<file path="src/rtl/rtc_pkg.sv">
package rtc_pkg;
  localparam int LVL_W = 4;
  typedef logic [LVL_W-1:0] lvl_t;
  localparam int N_CH = 2;
  typedef enum logic {CH_SHORT = 1'b0, CH_MIN = 1'b1} ch_e;
endpackage

</file>
<file path="src/rtl/rtc_prescale.sv">
module rtc_prescale #(
  parameter int DIV      = 50000,
  parameter int TEST_DIV = 4
) (
  input  logic clk_i,
  input  logic rst_ni,
  input  logic en_i,
  input  logic test_i,
  output logic tick_o
);
  localparam int MAXD  = (DIV > TEST_DIV) ? DIV : TEST_DIV;
  localparam int PRE_W = $clog2(MAXD + 1);

  logic [PRE_W-1:0] pre_q, lim;

  assign lim    = test_i ? PRE_W'(TEST_DIV - 1) : PRE_W'(DIV - 1);
  // >= so a switch to the short ratio never strands the count above the limit
  assign tick_o = en_i && (pre_q >= lim);

  always_ff @(posedge clk_i or negedge rst_ni) begin
    if (!rst_ni)              pre_q <= '0;
    else if (!en_i || tick_o) pre_q <= '0;
    else                      pre_q <= pre_q + 1'b1;
  end

  p_tick_gap_r2: assert property (@(posedge clk_i) disable iff (!rst_ni)
    (tick_o && DIV > 1 && TEST_DIV > 1) |=> !tick_o);
  p_off_no_tick_r8: assert property (@(posedge clk_i) disable iff (!rst_ni)
    !en_i |=> (pre_q == '0));
endmodule

</file>
<file path="src/rtl/rtc_ms_count.sv">
module rtc_ms_count #(
  parameter int CNT_W = 16,
  parameter int WRAP  = 60000,
  parameter int SHORT = 32
) (
  input  logic             clk_i,
  input  logic             rst_ni,
  input  logic             tick_i,
  output logic [CNT_W-1:0] cnt_o,
  output logic             hit_o,
  output logic             wrap_o
);
  localparam int SH_W = $clog2(SHORT);

  logic [CNT_W-1:0] cnt_q, nxt;
  logic             at_end;

  assign nxt    = cnt_q + 1'b1;
  assign at_end = (cnt_q == CNT_W'(WRAP - 1));
  assign wrap_o = tick_i && at_end;
  // the wrap lands on 0, itself a multiple of SHORT
  assign hit_o  = tick_i && (at_end || (nxt[SH_W-1:0] == '0));
  assign cnt_o  = cnt_q;

  always_ff @(posedge clk_i or negedge rst_ni) begin
    if (!rst_ni)     cnt_q <= '0;
    else if (tick_i) cnt_q <= at_end ? '0 : nxt;
  end

  p_range_r3: assert property (@(posedge clk_i) disable iff (!rst_ni)
    cnt_q < CNT_W'(WRAP));
  p_wrap_r3: assert property (@(posedge clk_i) disable iff (!rst_ni)
    wrap_o |=> (cnt_q == '0));
  p_hold_r2: assert property (@(posedge clk_i) disable iff (!rst_ni)
    !tick_i |=> $stable(cnt_q));
  p_step_r2: assert property (@(posedge clk_i) disable iff (!rst_ni)
    (tick_i && !at_end) |=> (cnt_q == $past(cnt_q) + 1'b1));
endmodule

</file>
<file path="src/rtl/rtc_irq_chan.sv">
module rtc_irq_chan
  import rtc_pkg::*;
(
  input  logic clk_i,
  input  logic rst_ni,
  input  logic cfg_we_i,
  input  lvl_t cfg_lvl_i,
  input  logic fire_i,
  output lvl_t lvl_cfg_o,
  output logic req_o,
  output lvl_t lvl_o
);
  lvl_t lvl_q, out_lvl_q;
  logic req_q;

  always_ff @(posedge clk_i or negedge rst_ni) begin
    if (!rst_ni) begin
      lvl_q     <= '0;
      req_q     <= 1'b0;
      out_lvl_q <= '0;
    end else begin
      if (cfg_we_i) lvl_q <= cfg_lvl_i;
      // level 0 means the request is not sent
      req_q     <= fire_i && (lvl_q != '0);
      out_lvl_q <= fire_i ? lvl_q : '0;
    end
  end

  assign lvl_cfg_o = lvl_q;
  assign req_o     = req_q;
  assign lvl_o     = out_lvl_q;

  p_lvl_tag_r5: assert property (@(posedge clk_i) disable iff (!rst_ni)
    req_o |-> (lvl_o != '0));
  p_lvl_idle_r5: assert property (@(posedge clk_i) disable iff (!rst_ni)
    !req_o |-> (lvl_o == '0));
  p_cfg_store_r6: assert property (@(posedge clk_i) disable iff (!rst_ni)
    cfg_we_i |=> (lvl_cfg_o == $past(cfg_lvl_i)));
endmodule

</file>
<file path="src/rtl/rtc_ms_clock.sv">
module rtc_ms_clock
  import rtc_pkg::*;
#(
  parameter int CLK_HZ   = 50_000_000,
  parameter int TICK_HZ  = 1000,
  parameter int TEST_DIV = 4,
  parameter int CNT_W    = 16,
  parameter int WRAP     = 60000,
  parameter int SHORT    = 32
) (
  input  logic             clk_i,
  input  logic             rst_ni,
  input  logic             enable_i,
  input  logic             test_mode_i,
  input  logic             cfg_we_i,
  input  logic             cfg_sel_i,
  input  logic [3:0]       cfg_lvl_i,
  input  logic             rd_i,
  output logic             rd_valid_o,
  output logic             rd_illegal_o,
  output logic [CNT_W-1:0] rd_data_o,
  output logic             irq_32_o,
  output logic [3:0]       irq_32_lvl_o,
  output logic             irq_min_o,
  output logic [3:0]       irq_min_lvl_o
);
  localparam int DIV = CLK_HZ / TICK_HZ;

  logic             tick, hit, wrap;
  logic [CNT_W-1:0] cnt;
  logic [N_CH-1:0]  fire, req;
  lvl_t             lvl_out [N_CH];
  lvl_t             lvl_cfg [N_CH];

  rtc_prescale #(.DIV(DIV), .TEST_DIV(TEST_DIV)) u_pre (
    .clk_i, .rst_ni, .en_i(enable_i), .test_i(test_mode_i), .tick_o(tick)
  );

  rtc_ms_count #(.CNT_W(CNT_W), .WRAP(WRAP), .SHORT(SHORT)) u_cnt (
    .clk_i, .rst_ni, .tick_i(tick), .cnt_o(cnt), .hit_o(hit), .wrap_o(wrap)
  );

  assign fire[CH_SHORT] = hit;
  assign fire[CH_MIN]   = wrap;

  for (genvar g = 0; g < N_CH; g++) begin : g_ch
    rtc_irq_chan u_ch (
      .clk_i, .rst_ni,
      .cfg_we_i (cfg_we_i && (cfg_sel_i == 1'(g))),
      .cfg_lvl_i(cfg_lvl_i),
      .fire_i   (fire[g]),
      .lvl_cfg_o(lvl_cfg[g]),
      .req_o    (req[g]),
      .lvl_o    (lvl_out[g])
    );
  end

  assign irq_32_o      = req[CH_SHORT];
  assign irq_32_lvl_o  = lvl_out[CH_SHORT];
  assign irq_min_o     = req[CH_MIN];
  assign irq_min_lvl_o = lvl_out[CH_MIN];

  // read captures the pre-increment count at the same edge as the tick
  always_ff @(posedge clk_i or negedge rst_ni) begin
    if (!rst_ni) begin
      rd_valid_o   <= 1'b0;
      rd_illegal_o <= 1'b0;
      rd_data_o    <= '0;
    end else begin
      rd_valid_o   <= rd_i;
      rd_illegal_o <= rd_i && !enable_i;
      rd_data_o    <= (rd_i && enable_i) ? cnt : '0;
    end
  end

  p_off_quiet_r8: assert property (@(posedge clk_i) disable iff (!rst_ni)
    !enable_i |=> (!irq_32_o && !irq_min_o));
  p_rd_refused_r8: assert property (@(posedge clk_i) disable iff (!rst_ni)
    (rd_i && !enable_i) |=> (rd_valid_o && rd_illegal_o && rd_data_o == '0));
  p_rd_answer_r7: assert property (@(posedge clk_i) disable iff (!rst_ni)
    (rd_i && enable_i) |=> (rd_valid_o && !rd_illegal_o && rd_data_o == $past(cnt)));
  p_min_paired_r4: assert property (@(posedge clk_i) disable iff (!rst_ni)
    irq_min_o |-> (irq_32_o || $past(lvl_cfg[CH_SHORT]) == '0));
  p_single_r5: assert property (@(posedge clk_i) disable iff (!rst_ni)
    irq_min_o |=> !irq_min_o);
endmodule

</file>
<file path="config.mk">
export PLATFORM = sky130hd
export DESIGN_NAME = rtc_ms_clock
export DESIGN_NICKNAME = d
export VERILOG_FILES = /design/src/rtl/rtc_pkg.sv /design/src/rtl/rtc_prescale.sv /design/src/rtl/rtc_ms_count.sv /design/src/rtl/rtc_irq_chan.sv /design/src/rtl/rtc_ms_clock.sv
export SDC_FILE = /design/constraint.sdc
export NUM_CORES = 1
export LEC_CHECK = 0
export BUFFER_PORTS_ARGS = -buffer_cell sky130_fd_sc_hd__buf_4
export CAP_MARGIN = 20
export CORE_UTILIZATION = 50
export DETAILED_ROUTE_END_ITERATION = 7
export GPL_ROUTABILITY_DRIVEN = 0
export PLACE_DENSITY = 0.7
export REMOVE_ABC_BUFFERS = 1
export SYNTH_ARGS = -nofsm -noshare
export SYNTH_HDL_FRONTEND = slang
export SYNTH_HIERARCHICAL = 1
export SYNTH_SLANG_ARGS = --single-unit
</file>
<file path="constraint.sdc">
create_clock -name clk_i -period 2.55 [get_ports clk_i]
set_clock_uncertainty 0.1 [all_clocks]
set_input_delay 0.255 -clock clk_i [delete_from_list [all_inputs] [get_ports clk_i]]
set_output_delay 0.255 -clock clk_i [all_outputs]
set_load 0.02 [all_outputs]
</file>
* Word-level counts from Yosys, hierarchy flattened
Cells that the tools add are included.
** Cells by class
- $add $sub $neg :: 2
- Eq/ne operators :: 1
- Divide/modulo/power cells :: 0
- Bitwise logic cells :: 1
- Shifts and indexed selects :: 0
- Mux-type cells :: 6
- $lt $le $gt $ge :: 1
- Reductions and logical operators :: 15
- Multipliers :: 0
** Operator list (number)
- $mux 16 :: 4
- $add 16x1->16 const B :: 2
- $eq 16x16->1 const B :: 1
- $ge 16x16->1 :: 1
- $logic_and 1x1->1 :: 9
- $mux 4 :: 2
- $reduce_bool 4->1 :: 2
- $logic_not 5->1 :: 1
- $logic_or 1x1->1 :: 2
- $logic_not 1->1 :: 1
- $not 1->1 :: 1
** Storage, ports and cells
- Bits in latches :: 0
- Bits in registers :: 68
- Logic and storage cells :: 37
- Bits of input ports :: 11
- ROM bits :: 0
- RAM bits :: 0
- Memories :: 0

* Longest topological paths before layout
- Depth after elaboration :: 5
- Mapped depth :: 11
- Gate-level depth less buffers :: 9

* By module
Netlist, hierarchy kept.
** Modules (own cells, without submodules)
- rtc_prescale :: area an instance 1058.5 um^2, times used 1, cells each 99, sequential area each 400.4 um^2
- rtc_ms_count :: area an instance 904.6 um^2, times used 1, cells each 95, sequential area each 400.4 um^2
- rtc_irq_chan :: area an instance 307.8 um^2, times used 2, cells each 18, sequential area each 225.2 um^2
- rtc_ms_clock :: area an instance 593.1 um^2, times used 1, cells each 39, sequential area each 450.4 um^2

* Least setup slack after synthesis
Ideal clock, no wire load.
- Path kind :: register -> register
- Start point :: reg u_pre.pre_q[12]
- End point :: reg u_cnt.cnt_q[13] (netlist: u_cnt/cnt_o[13])
- Slack :: -168 ps
- Clock period less this slack :: 2718 ps
- Data arrival time :: 2545 ps
- Cell stages (with the launch flop) :: 11
- Data required time :: 2376 ps
- Buffers on the path :: 2
- Setup time :: 74 ps
- Cells stage by stage :: dfrtp_1 or4_4 nor2_1 o311a_1 buf_4 o21a_1 buf_2 nand2_1 or3_1 or3_1 a21oi_2
** Between the ends
- Cells in the longest elaborated chain, start to end :: 2
** Ends and longest elaborated chain
- start, declared :: RTL line rtc_prescale.sv:14 : logic [PRE_W-1:0] pre_q, lim;
- start signal, assigned :: RTL line rtc_prescale.sv:23 : else pre_q <= pre_q + 1'b1;
- $ge 16x16->1 :: RTL line rtc_prescale.sv:18 : assign tick_o = en_i && (pre_q >= lim);
- $logic_and 1x1->1 :: RTL line rtc_prescale.sv:18
- net tick :: RTL line rtc_ms_clock.sv:29 : logic tick, hit, wrap;
- end signal, assigned :: RTL line rtc_ms_count.sv:27 : else if (tick_i) cnt_q <= at_end ? '0 : nxt;
- end, declared :: RTL line rtc_ms_count.sv:15 : logic [CNT_W-1:0] cnt_q, nxt;
The timed path passes the listed nets, and every way through them passes these cells.
A chain may end at the register's enable or synchronous reset.

* Worst setup path in the final report
Ends and elaborated chain as after synthesis.

==> impl_metrics.tcl <==
set metrics [dict create \
    seq_power_share 0.525 \
    place_ws_ns 0.01830 \
    hold_start "cfg_lvl_i[2]" \
    grt_pass1_wl_microns 10610 \
    final_hold_viol_count 0 \
    post-cts-setup-buffer-count 0 \
    crit_fanout 4 \
    rsz0062_at_grt "true" \
    cellLeakagePower_uw 0.001821 \
    required_ns 2.72 \
    final_common_cell "dfrtp_1" \
    worstHoldEndpoint "g_ch[0].u_ch/lvl_cfg_o[2]" \
    critical_path_class "flip-flop to flip-flop" \
    worst-path-buf-inv 0 \
    h-tree-depth 3 \
    vias_per_cell 5.506 \
    synth.cell_area_sq_um 3172 \
    initial_core_util 0.5264 \
    p_int_uw 1664 \
    dpl.hpwl_microns 4314 \
    r2r_slack_ns 0.06 \
    dr.pass1.iters 4 \
    max_freq_ghz 0.4020 \
    p_comb_frac 0.084 \
    reg2reg_depth 8 \
    grt_max_degree 69 \
    end_kind "flip-flop" \
    reg2reg_from "u_pre/pre_q[12]" \
    grt_usage 0.2147 \
    grt.overflow.total 0 \
    io_pins 39 \
    wl_microns 6349 \
    crit_family "simple AND/OR/NAND/NOR gates" \
    cap_violations 0 \
    crit_chain "or4_4, nor2_2, o311a_1, o21a_1, nand2_1, or3_1, or3_1, a21oi_2" \
    yosys-top-cells-area "dfrtp_1 54%, xnor2_1 5.5%, ha_1 3.9%" \
    vias 2241 \
    cp.arrival_ns 2.66 \
    status "complete, no violations" \
    final_max_slew_viol_count 0 \
    period_share 0.9756 \
    wl_per_cell_microns 15.60 \
    worst_pin_slew_ns 0.8383 \
    power.switching_uw 549.1 \
    drt_iter0_markers 99 \
    hold_path_depth 2 \
    ff_latch_area_sq_um 1702 \
    cpMostUsedCell "or3_1" \
    pwr-share-clk 0.391 \
    antenna_found_initial 0 \
    synthToLayoutAreaGrowth_pct 21.26 \
    cts_tree "yes" \
    drc_errors 0 \
    synth.largest_area_cell "dfrtp_1" \
    start_kind "flip-flop" \
    synth_edf_count 0 \
    grt_pass1_vias 2253 \
    rows 28 \
    yosys_warnings 6 \
    ys_types 48 \
    nets 349 \
    max_stage_delay_ns 0.55 \
    crit_slowest_cell "or4_4" \
    multi_input_area_sq_um 1393 \
    cts_made_buffers 9 \
    yosysSeqAreaShare 0.5365 \
    fillers 502 \
    p_per_area_nw_per_um2 575.4 \
    setup_ws_ns 0.06233 \
    portBuffers 38 \
    synth-seq-cells 68 \
    switching_share 0.2481 \
    drive_above_1_share 0.3042 \
    clockBufferDepth 2 \
    max_slew_margin 0.4412 \
    p_total_uw 2213 \
    dieArea_sq_um 6666 \
    synth_top_area_frac 0.5365 \
    core_area_sq_um 6026 \
    ir_worst_vdd_mv 0.3291 \
    netlist_instances 269 \
    clock_latency_ns 0.34 \
    cts-root-buf "clkbuf_8" \
    final.min_clock_period_ns 2.488 \
    dieWidth_microns 81.65 \
    holdCritPathClass "primary input to flip-flop" \
    layout_common_cells "68 x dfrtp_1, 56 x buf_4, 20 x xnor2_1" \
    r2r_end "u_cnt/cnt_o[13]" \
    final-setup-viol-count 0 \
    ant_nets 0 \
    die_h_microns 81.65 \
    avgSynthCellArea_sq_um 11.79 \
    synthFlopType "dfrtp_1" \
    clock-sinks 68 \
    clk_pin_slew_worst_paths_ns 0.07 \
    ys_async_sr_fraction 1.000 \
    diodes 0 \
]
## what timing repair did
item                                    CTS  global route
endpoints found under the setup margin    0            10
resized for setup                         0             6
hold buffers                              1             0
hold endpoints to repair                 68             0
## cell families (layout without fill, tap and decap cells)
kind of cell | after synthesis | after routing | synth area share
compound gates | 23 | 23 | 0.05681
xor+xnor | 24 | 24 | 0.06627
fa+ha+maj | 10 | 10 | 0.03945
buf+inv | 19 | 82 | 0.03392
flops | 68 | 68 | 0.5365
mux | 10 | 10 | 0.03471
simple gates | 115 | 115 | 0.2324
## metal layers
metal  wire length (microns)  up-vias  track usage  share of wire
li1                        -     1086            -              -
met1                    3103     1112       0.2939           0.49
met2                    3007       37       0.3325           0.47
met3                     175        6      0.05000          0.028
met4                      61        0      0.07895         0.0096
met5                       0        -            0              0
## power groups by stage
stage / combinational (uW) / clock (uW) / sequential (uW)
floorplan: 88.5 / 0 / 1180
global placement: 177 / 0 / 1180
detailed placement: 185 / 0 / 1180
CTS: 187 / 888 / 1160
global route: 210 / 932 / 1170
finish: 185 / 866 / 1160
## worst max-delay path by stage
stage               startpoint              end  slack [ns]  depth (start not counted)
2_1_floorplan  u_pre/pre_q[12]  u_cnt/cnt_o[13]       -0.55                          8
3_5_place_dp   u_pre/pre_q[12]  u_cnt/cnt_o[14]        0.02                          8
3_3_place_gp   u_pre/pre_q[12]  u_cnt/cnt_o[13]        0.09                          8
5_1_grt        u_pre/pre_q[12]  u_cnt/cnt_o[13]       -0.03                          8
4_1_cts        u_pre/pre_q[12]  u_cnt/cnt_o[14]       0.009                          8
6_report       u_pre/pre_q[12]  u_cnt/cnt_o[13]        0.06                          8
## metrics by stage
step                utilization  hold WS, ns  cells  instance area (sq um)  TNS (ns)
CTS                      0.6333      0.02239    407                   3816         0
finish                   0.6383      0.04259    407                   3846         0
global placement         0.6001       0.3090    391                   3616         0
global route             0.6383      0.02598    407                   3846  -0.03421
detailed placement       0.6001       0.3216    391                   3616         0
floorplan                     -      -0.1406    260                   3102    -7.042
## synthesized netlist by cell type (3+ instances only)
cell type and count:
a21oi_1 4, and2_1 7, and3_1 14, and3_2 3, buf_4 3, buf_6 3, dfrtp_1 68, ha_1 10
inv_1 10, mux2_1 6, nand2_1 10, nand3_1 16, nand4_1 7, nor2_1 10, nor3_1 10, nor3_2 10
nor4_1 8, o21ai_0 6, or3_1 5, xnor2_1 20, xor2_1 4
## final cells by class
class                           instances  area share
Sequential cell                        68      0.4424
Multi-Input combinational cell        182      0.3621
Timing Repair Buffer                   57      0.1119
Clock buffer                           10     0.03578
Tap cell                               75     0.02440
Clock inverter                          5     0.01366
Inverter                               10    0.009759
## flip-flops by register name, summed over array words and instances, names as in the netlist
signal and cells:
u_pre/pre_q 16, rd_valid_o 1, rd_data_o 16, u_cnt/cnt_o 16
g_ch.u_ch/lvl_o 8, rd_illegal_o 1, g_ch.u_ch/lvl_cfg_o 8, g_ch.u_ch/req_o 2
Power figures use the tool's default switching activity.
